`src/rtl/lpm_pkg.sv`:
```
package lpm_pkg;

  localparam int MODE_W = 4;
  localparam int SUB_W  = 2;
  localparam int FAM_W  = 3;
  localparam int DRV_W  = 2;

  typedef enum logic [MODE_W-1:0] {
    M_RUN0 = 4'd0,  M_RUN1 = 4'd1,  M_RUN2 = 4'd2,
    M_SLP0 = 4'd3,  M_SLP1 = 4'd4,  M_SLP2 = 4'd5,
    M_STP0 = 4'd6,  M_STP1 = 4'd7,  M_STP2 = 4'd8,
    M_SBY0 = 4'd9,  M_SBY1 = 4'd10, M_SHDN = 4'd11
  } mode_t;

  localparam logic [FAM_W-1:0] FAM_RUN  = 3'd0;
  localparam logic [FAM_W-1:0] FAM_SLP  = 3'd1;
  localparam logic [FAM_W-1:0] FAM_STP  = 3'd2;
  localparam logic [FAM_W-1:0] FAM_SBY  = 3'd3;
  localparam logic [FAM_W-1:0] FAM_SHDN = 3'd4;

  localparam logic [1:0] SEL_32K = 2'd0;
  localparam logic [1:0] SEL_4M  = 2'd1;
  localparam logic [1:0] SEL_32M = 2'd2;

  localparam logic [DRV_W-1:0] DRV_OFF  = 2'd0;
  localparam logic [DRV_W-1:0] DRV_LOW  = 2'd1;
  localparam logic [DRV_W-1:0] DRV_RED  = 2'd2;
  localparam logic [DRV_W-1:0] DRV_FULL = 2'd3;

  typedef struct packed {
    logic             osc;
    logic             cpu;
    logic             mclk;
    logic             fast;
    logic             ulp_en;
    logic [1:0]       ulp_sel;
    logic             tim;
    logic [DRV_W-1:0] drive;
    logic             off;
  } pol_t;

  function automatic logic is_run(mode_t m);
    return (m == M_RUN0) || (m == M_RUN1) || (m == M_RUN2);
  endfunction

  function automatic mode_t run_mode(logic [SUB_W-1:0] s);
    return mode_t'({2'b00, s});
  endfunction

  // Policy of one mode; rs is the RUN sub-mode the mode was entered from.
  function automatic pol_t policy_of(mode_t m, logic [SUB_W-1:0] rs);
    pol_t p;
    p = '0;
    case (m)
      M_RUN0, M_SLP0: begin
        p.osc = 1'b1; p.mclk = 1'b1; p.fast = 1'b1;
        p.ulp_en = 1'b1; p.ulp_sel = SEL_32M; p.tim = 1'b1; p.drive = DRV_FULL;
      end
      M_RUN1, M_SLP1: begin
        p.osc = 1'b1; p.mclk = 1'b1;
        p.ulp_en = 1'b1; p.ulp_sel = SEL_32K; p.tim = 1'b1; p.drive = DRV_FULL;
      end
      M_RUN2, M_SLP2: begin
        p.mclk = 1'b1;
        p.ulp_en = 1'b1; p.ulp_sel = SEL_32K; p.tim = 1'b1; p.drive = DRV_FULL;
      end
      M_STP0: begin
        p.osc = (rs != 2'd2);
        p.ulp_sel = (rs == 2'd0) ? SEL_4M : SEL_32K;
        p.ulp_en = 1'b1; p.tim = 1'b1; p.drive = DRV_RED;
      end
      M_STP1: begin
        p.osc = 1'b1; p.ulp_en = 1'b1; p.ulp_sel = SEL_4M;
        p.tim = 1'b1; p.drive = DRV_RED;
      end
      M_STP2: begin
        p.ulp_en = 1'b1; p.ulp_sel = SEL_32K; p.tim = 1'b1; p.drive = DRV_RED;
      end
      M_SBY0: begin
        p.ulp_en = 1'b1; p.ulp_sel = SEL_32K; p.tim = 1'b1; p.drive = DRV_LOW;
      end
      M_SBY1: begin
        p.tim = 1'b1; p.drive = DRV_LOW;
      end
      default: begin
        p.off = 1'b1; p.drive = DRV_OFF;
      end
    endcase
    if (is_run(m)) p.cpu = 1'b1;
    return p;
  endfunction

endpackage

```
`src/rtl/lpm_seq.sv`:
```
module lpm_seq
  import lpm_pkg::*;
(
  input  logic             clk,
  input  logic             rst_n,
  input  logic             entry_req,
  input  logic [FAM_W-1:0] entry_family,
  input  logic [SUB_W-1:0] entry_sub,
  input  logic             wake_irq_any,
  input  logic             wake_irq_aon,
  input  logic             wake_io,
  input  logic             osc_ready,
  output mode_t            mode_d,
  output logic [SUB_W-1:0] run_d,
  output logic             pend_d,
  output mode_t            mode_q,
  output logic             pend_q,
  output logic             rst_q
);

  logic [SUB_W-1:0] run_q, tgt_q, tgt_d, tgt_w;
  logic             rst_d, wake_ok, is_slp, is_stb;
  pol_t             cur_pol;

  always_comb begin
    is_slp  = (mode_q == M_SLP0) || (mode_q == M_SLP1) || (mode_q == M_SLP2);
    is_stb  = (mode_q == M_STP0) || (mode_q == M_STP1) || (mode_q == M_STP2) ||
              (mode_q == M_SBY0) || (mode_q == M_SBY1);
    wake_ok = (is_slp && (wake_irq_any || wake_irq_aon)) ||
              (is_stb && wake_irq_aon) ||
              ((mode_q == M_SHDN) && wake_io);
    cur_pol = policy_of(mode_q, run_q);
    tgt_w   = (mode_q == M_SHDN) ? 2'd0 : run_q;
  end

  always_comb begin
    mode_d = mode_q;
    run_d  = run_q;
    pend_d = pend_q;
    tgt_d  = tgt_q;
    rst_d  = 1'b0;
    if (pend_q) begin
      if (osc_ready) begin
        mode_d = run_mode(tgt_q);
        run_d  = tgt_q;
        pend_d = 1'b0;
      end
    end else if (!is_run(mode_q)) begin
      if (wake_ok) begin
        if (mode_q == M_SHDN) begin
          rst_d = 1'b1;
          run_d = 2'd0;
        end
        if (tgt_w != 2'd2 && !cur_pol.osc) begin
          pend_d = 1'b1;
          tgt_d  = tgt_w;
        end else begin
          mode_d = run_mode(tgt_w);
          run_d  = tgt_w;
        end
      end
    end else if (entry_req) begin
      case (entry_family)
        FAM_RUN: if (entry_sub != 2'd3) begin
          if (entry_sub != 2'd2 && run_q == 2'd2) begin
            pend_d = 1'b1;
            tgt_d  = entry_sub;
          end else begin
            mode_d = run_mode(entry_sub);
            run_d  = entry_sub;
          end
        end
        FAM_SLP:  mode_d = mode_t'(4'(M_SLP0) + {2'b00, run_q});
        FAM_STP:  if (entry_sub != 2'd3) mode_d = mode_t'(4'(M_STP0) + {2'b00, entry_sub});
        FAM_SBY:  if (!entry_sub[1]) mode_d = mode_t'(4'(M_SBY0) + {3'b000, entry_sub[0]});
        FAM_SHDN: mode_d = M_SHDN;
        default:  ;
      endcase
    end
  end

  always_ff @(posedge clk or negedge rst_n) begin
    if (!rst_n) begin
      mode_q <= M_RUN0;
      run_q  <= 2'd0;
      pend_q <= 1'b0;
      tgt_q  <= 2'd0;
      rst_q  <= 1'b0;
    end else begin
      mode_q <= mode_d;
      run_q  <= run_d;
      pend_q <= pend_d;
      tgt_q  <= tgt_d;
      rst_q  <= rst_d;
    end
  end


  rst_from_shdn_chk: assert property (@(posedge clk) disable iff (!rst_n)
    rst_q |-> (mode_q == M_SHDN || $past(mode_q) == M_SHDN));


  pend_hold_chk: assert property (@(posedge clk) disable iff (!rst_n)
    (pend_q && !osc_ready) |=> $stable(mode_q));


  aon_only_chk: assert property (@(posedge clk) disable iff (!rst_n)
    (is_stb && !pend_q && !wake_irq_aon) |=> $stable(mode_q));


  wake_return_chk: assert property (@(posedge clk) disable iff (!rst_n)
    (!is_run(mode_q) && mode_q != M_SHDN) |=> (!is_run(mode_q) || mode_q == run_mode($past(run_q))));

endmodule

```
`src/rtl/lpm_policy.sv`:
```
module lpm_policy
  import lpm_pkg::*;
(
  input  logic             clk,
  input  logic             rst_n,
  input  mode_t            mode_d,
  input  logic [SUB_W-1:0] run_d,
  input  logic             pend_d,
  input  mode_t            mode_q,
  output pol_t             pol_q
);

  pol_t pol_d;

  always_comb begin
    pol_d = policy_of(mode_d, run_d);
    if (pend_d) pol_d.osc = 1'b1;
  end

  always_ff @(posedge clk or negedge rst_n) begin
    if (!rst_n) pol_q <= policy_of(M_RUN0, 2'd0);
    else        pol_q <= pol_d;
  end


  cpu_run_only_chk: assert property (@(posedge clk) disable iff (!rst_n)
    pol_q.cpu |-> is_run(mode_q));


  shdn_off_chk: assert property (@(posedge clk) disable iff (!rst_n)
    (mode_q == M_SHDN) |-> (pol_q.drive == DRV_OFF && pol_q.off && !pol_q.mclk));


  stby_gate_chk: assert property (@(posedge clk) disable iff (!rst_n)
    (mode_q == M_SBY0 || mode_q == M_SBY1) |-> (!pol_q.mclk && pol_q.tim && pol_q.drive == DRV_LOW));

endmodule

```
`src/rtl/lpm_ctrl.sv`:
```
module lpm_ctrl
  import lpm_pkg::*;
#(
  parameter int SYNC_STAGES = 2
) (
  input  logic       clk,
  input  logic       rst_n,
  input  logic       entry_req,
  input  logic [2:0] entry_family,
  input  logic [1:0] entry_sub,
  input  logic       wake_irq_any,
  input  logic       wake_irq_aon,
  input  logic       wake_io,
  input  logic       osc_ready,
  output logic       osc_en,
  output logic       cpu_clk_en,
  output logic       main_clk_en,
  output logic       main_clk_fast,
  output logic       ulp_clk_en,
  output logic [1:0] ulp_clk_sel,
  output logic       timer_clk_en,
  output logic [1:0] vreg_drive,
  output logic       retain_off,
  output logic       sys_reset_out,
  output logic [3:0] mode_o,
  output logic       osc_busy
);

  logic [SYNC_STAGES-1:0] sync_q;
  logic                   rst_sync_n;
  mode_t                  mode_d, mode_q;
  logic [SUB_W-1:0]       run_d;
  logic                   pend_d, pend_q, rst_q;
  pol_t                   pol_q;

  always_ff @(posedge clk or negedge rst_n) begin
    if (!rst_n) sync_q <= '0;
    else        sync_q <= {sync_q[SYNC_STAGES-2:0], 1'b1};
  end
  assign rst_sync_n = sync_q[SYNC_STAGES-1];

  lpm_seq i_seq (
    .clk(clk), .rst_n(rst_sync_n),
    .entry_req(entry_req), .entry_family(entry_family), .entry_sub(entry_sub),
    .wake_irq_any(wake_irq_any), .wake_irq_aon(wake_irq_aon), .wake_io(wake_io),
    .osc_ready(osc_ready),
    .mode_d(mode_d), .run_d(run_d), .pend_d(pend_d),
    .mode_q(mode_q), .pend_q(pend_q), .rst_q(rst_q)
  );

  lpm_policy i_policy (
    .clk(clk), .rst_n(rst_sync_n),
    .mode_d(mode_d), .run_d(run_d), .pend_d(pend_d),
    .mode_q(mode_q), .pol_q(pol_q)
  );

  assign osc_en        = pol_q.osc;
  assign cpu_clk_en    = pol_q.cpu;
  assign main_clk_en   = pol_q.mclk;
  assign main_clk_fast = pol_q.fast;
  assign ulp_clk_en    = pol_q.ulp_en;
  assign ulp_clk_sel   = pol_q.ulp_sel;
  assign timer_clk_en  = pol_q.tim;
  assign vreg_drive    = pol_q.drive;
  assign retain_off    = pol_q.off;
  assign sys_reset_out = rst_q;
  assign mode_o        = mode_q;
  assign osc_busy      = pend_q;

endmodule

```
`config.mk`:
```
export PLATFORM = sky130hd
export DESIGN_NAME = lpm_ctrl
export DESIGN_NICKNAME = d
export VERILOG_FILES = /design/src/rtl/lpm_pkg.sv /design/src/rtl/lpm_seq.sv /design/src/rtl/lpm_policy.sv /design/src/rtl/lpm_ctrl.sv
export SDC_FILE = /design/constraint.sdc
export NUM_CORES = 1
export LEC_CHECK = 0
export ABC_CLOCK_PERIOD_IN_PS = 1500
export BUFFER_PORTS_ARGS = -buffer_cell sky130_fd_sc_hd__buf_2
export CAP_MARGIN = 20
export CORE_MARGIN = 8
export CORE_UTILIZATION = 50
export DETAILED_ROUTE_END_ITERATION = 6
export PLACE_DENSITY_LB_ADDON = 0.1
export SLEW_MARGIN = 20
export SYNTH_ARGS = -nofsm -noshare
export SYNTH_HDL_FRONTEND = slang
export SYNTH_SLANG_ARGS = --single-unit
```
`constraint.sdc`:
```
create_clock -name clk -period 1.5 [get_ports clk]
set_input_delay 0.3 -clock clk [delete_from_list [all_inputs] [get_ports clk]]
set_output_delay 0.3 -clock clk [all_outputs]
set_load 0.005 [all_outputs]
```
==> impl_metrics.json <==
{
  "startpoint": "i_seq.mode_q[0]",
  "tightest_slew_ns": 0.549,
  "worst-setup-path-type": "register to register",
  "clock_sinks": 23,
  "timing.critical_path.from_type": "register",
  "worstRegToRegCells": 9,
  "critical_path.reg2reg.startpoint": "i_seq.mode_q[0]",
  "layout_worst_path_cycle_share_pct": 158,
  "path_clk_slew_ns": 0.13,
  "fin_tns_setup_ns": -12.74,
  "area_growth_syn_to_layout_pct": 69.2,
  "syn-instance-count": 176,
  "postSynthAreaPerCell_um2": 8.98,
  "multi_input_comb_area_um2": 1200,
  "worst-path-buf-inv": 2,
  "leakage_power_nw": 1.17,
  "yosys_warnings": 0,
  "violated_checks": "setup timing",
  "initial_utilization_pct": 52.2,
  "drive_above_1_share_pct": 63.9,
  "htree_levels": 1,
  "die_outline_area_um2": 5220,
  "f_max_mhz": 422,
  "yosys.cell_types.count": 59,
  "dpl.hpwl_um": 4170,
  "postRouteAntennaNets": 0,
  "max-cap-violations": 0,
  "crit_path_end_kind": "register",
  "grt_overflow_total": 0,
  "tritoncts.num_buffers": 3,
  "maximum_number_of_pins_on_one_net_before_global_route_repair": 22,
  "dpl-instance-area_um2": 2200,
  "std_cell_rows": 20,
  "worst_path_dominant_cell_family": "compound AO/OA/AOI/OAI gates",
  "dr.first_iter.drc_count": 139,
  "rsz0062_at_grt": "true",
  "worst-endpoint-arrival_ns": 2.63,
  "report.final.slew_viol_count": 0,
  "synth.top_cell.area_share_pct": 22.2,
  "slowest_delay_ns": 0.51,
  "status": "finished, violations left",
  "grt_usage_pct": 21.8,
  "timing.critical_path.cells": "buf_6, and4b_2, nor3_4, nor2_2, o21ai_2, a311o_1, buf_4, nand4_1, a31o_1",
  "report.power.total_mw": 6.51,
  "critical_path.max_fanout": 8,
  "die_width_um": 72.2,
  "cts.path.max_buffers": 2,
  "final_period_minus_worst_setup_slack_ns": 2.37,
  "grt_pass1_wl_um": 8920,
  "hold-worst-slack_ns": 0.207,
  "post_synth_instance_area_um2": 1580,
  "die_h_um": 72.2,
  "wirelength_um": 6940,
  "io_pins": 29,
  "final_critical_path_setup_slack_ns": -0.870,
  "avgViaCountPerCell": 6.22,
  "register_area_share_after_synthesis_pct": 37.1,
  "worstPathRequired_ns": 1.76,
  "worst_slew_margin_rel_pct": 63.0,
  "stdcell_area_um2": 2670,
  "timing_hold_violations_final": 0,
  "layout.cells.most_common_list": "sky130_fd_sc_hd__buf_4 (66), sky130_fd_sc_hd__buf_2 (28), sky130_fd_sc_hd__nand2_1 (13), sky130_fd_sc_hd__buf_6 (10)",
  "placed_cells": 295,
  "gp_congestion": 1.03,
  "end_of_flow_core_utilization_pct": 88.3,
  "remaining_drc_errors": 0,
  "rrSetupSlack_ns": -0.87,
  "worst_clock_skew_ns": 0.0137,
  "worst_r2r_endpoint": "i_policy.pol_q[10]",
  "first_global_vias": 1879,
  "synth_edf_count": 0,
  "setup_violations": 20,
  "cts_tree": "built",
  "clk_root_buffer_cell": "sky130_fd_sc_hd__clkbuf_4",
  "buffer_ports.inserted": 28,
  "holdCritPathClass": "register to asynchronous set/reset pin",
  "clk-insertion-delay-late_ns": 0.32,
  "antenna_found_initial": 0,
  "num_antenna_cells": 0,
  "layoutNonFillerInstCount": 318,
  "synth.top_cells.by_area": "sky130_fd_sc_hd__dfrtp_1 (22%), sky130_fd_sc_hd__dfstp_2 (15%), sky130_fd_sc_hd__a21oi_1 (3.5%)",
  "n_fill_cell": 129,
  "synth_area_leader_cell": "sky130_fd_sc_hd__dfrtp_1",
  "preCtsSetupSlack_ns": -0.944,
  "core_region_area_um2": 3030,
  "drt-pass1-iter-count": 5,
  "peakVddDrop_v": 0.00229,
  "power_density_nw_per_um2": 2430,
  "layout_commonest_cell": "sky130_fd_sc_hd__buf_4",
  "postSynthNetCount": 190,
  "routedWlPerCell_um": 21.8,
  "register_area_um2": 593,
  "vias_post_dr": 1977,
  "ys_async_sr_fraction_pct": 100,
  "final_net_count": 289,
  "postSynthRegisterBits": 23,
  "critical_path.slowest_cell": "sky130_fd_sc_hd__dfrtp_2",
  "dominantRegCellSynth": "sky130_fd_sc_hd__dfrtp_1"
}
-- kinds of logic (layout without fill, tap and decap cells) --
| group | after synthesis | after routing | synth area share, % |
|---|---|---|---|
| AOI/OAI and AO/OA | 65 | 65 | 31.4 |
| and+or+nand+nor | 59 | 59 | 20.8 |
| DFF | 23 | 23 | 37.1 |
| buffers and inverters | 23 | 121 | 6.97 |
| muxes | 3 | 3 | 1.90 |
| adders and majority gates | 2 | 2 | 1.58 |
| other | 1 | 1 | 0.237 |
-- Yosys cell counts (3+ instances only) --
cell type and instances:
sky130_fd_sc_hd__a311oi_1 3, sky130_fd_sc_hd__nor2_1 13, sky130_fd_sc_hd__dfstp_2 9, sky130_fd_sc_hd__buf_4 3, sky130_fd_sc_hd__nand2b_1 6, sky130_fd_sc_hd__inv_1 10
sky130_fd_sc_hd__o21a_1 3, sky130_fd_sc_hd__o21ai_0 7, sky130_fd_sc_hd__clkbuf_1 3, sky130_fd_sc_hd__o21ai_1 3, sky130_fd_sc_hd__buf_2 4, sky130_fd_sc_hd__dfrtp_1 14
sky130_fd_sc_hd__nand2_1 13, sky130_fd_sc_hd__nor2b_1 6, sky130_fd_sc_hd__nor3_1 4, sky130_fd_sc_hd__a211o_1 3, sky130_fd_sc_hd__o31ai_1 5, sky130_fd_sc_hd__a21oi_1 11
sky130_fd_sc_hd__mux2i_1 3
-- report_power, final --
part           total, mW  switching (mW)  internal (mW)
clock              0.290           0.186          0.104
sequential          1.23           0.275          0.957
combinational       4.99            2.51           2.48
total               6.51            2.97           3.54
-- flip-flops by register name, indices dropped and copies added, names as in the netlist --
register        flops
i_seq.rst_q         1
i_seq.run_q         2
i_seq.tgt_q         2
i_policy.pol_q     11
i_seq.pend_q        1
i_seq.mode_q        4
sync_q              2
-- how the worst max path moves through the flow --
| stage | endpoint | slack [ns] | cells past startpoint |
|---|---|---|---|
| 3_3_place_gp | i_policy.pol_q[4] | -0.82 | 7 |
| 6_report | i_policy.pol_q[10] | -0.87 | 9 |
| 2_1_floorplan | i_policy.pol_q[10] | -0.76 | 8 |
| 5_1_grt | i_policy.pol_q[10] | -0.90 | 9 |
| 4_1_cts | i_policy.pol_q[10] | -0.75 | 7 |
| 3_5_place_dp | i_policy.pol_q[10] | -0.94 | 7 |
-- layout make-up --
class | instances | share of cell area (%)
flip-flops and latches | 23 | 22.2
multi-input cells | 130 | 44.7
clock buffers | 4 | 0.983
inverters | 12 | 1.68
repair buffers | 105 | 28.4
well taps | 44 | 2.06
-- routing by layer --
metal	vias up	part of all wire, %	wire, um	GRT usage, %
met3	54	7.3	508	3.72
met4	0	8.6	596	16.3
met5	-	0	0	0
met1	932	35	2420	21.8
met2	139	49	3410	39.3
li1	852	-	-	-
-- repair_timing --
action	CTS	global route
setup endpoints to repair	20	21
hold buffers	1	0
pin swaps	7	8
endpoints found under the hold margin	2	0
setup buffers	10	10
resized for setup	32	32
Note: power is estimated with default switching activity, not from simulation.
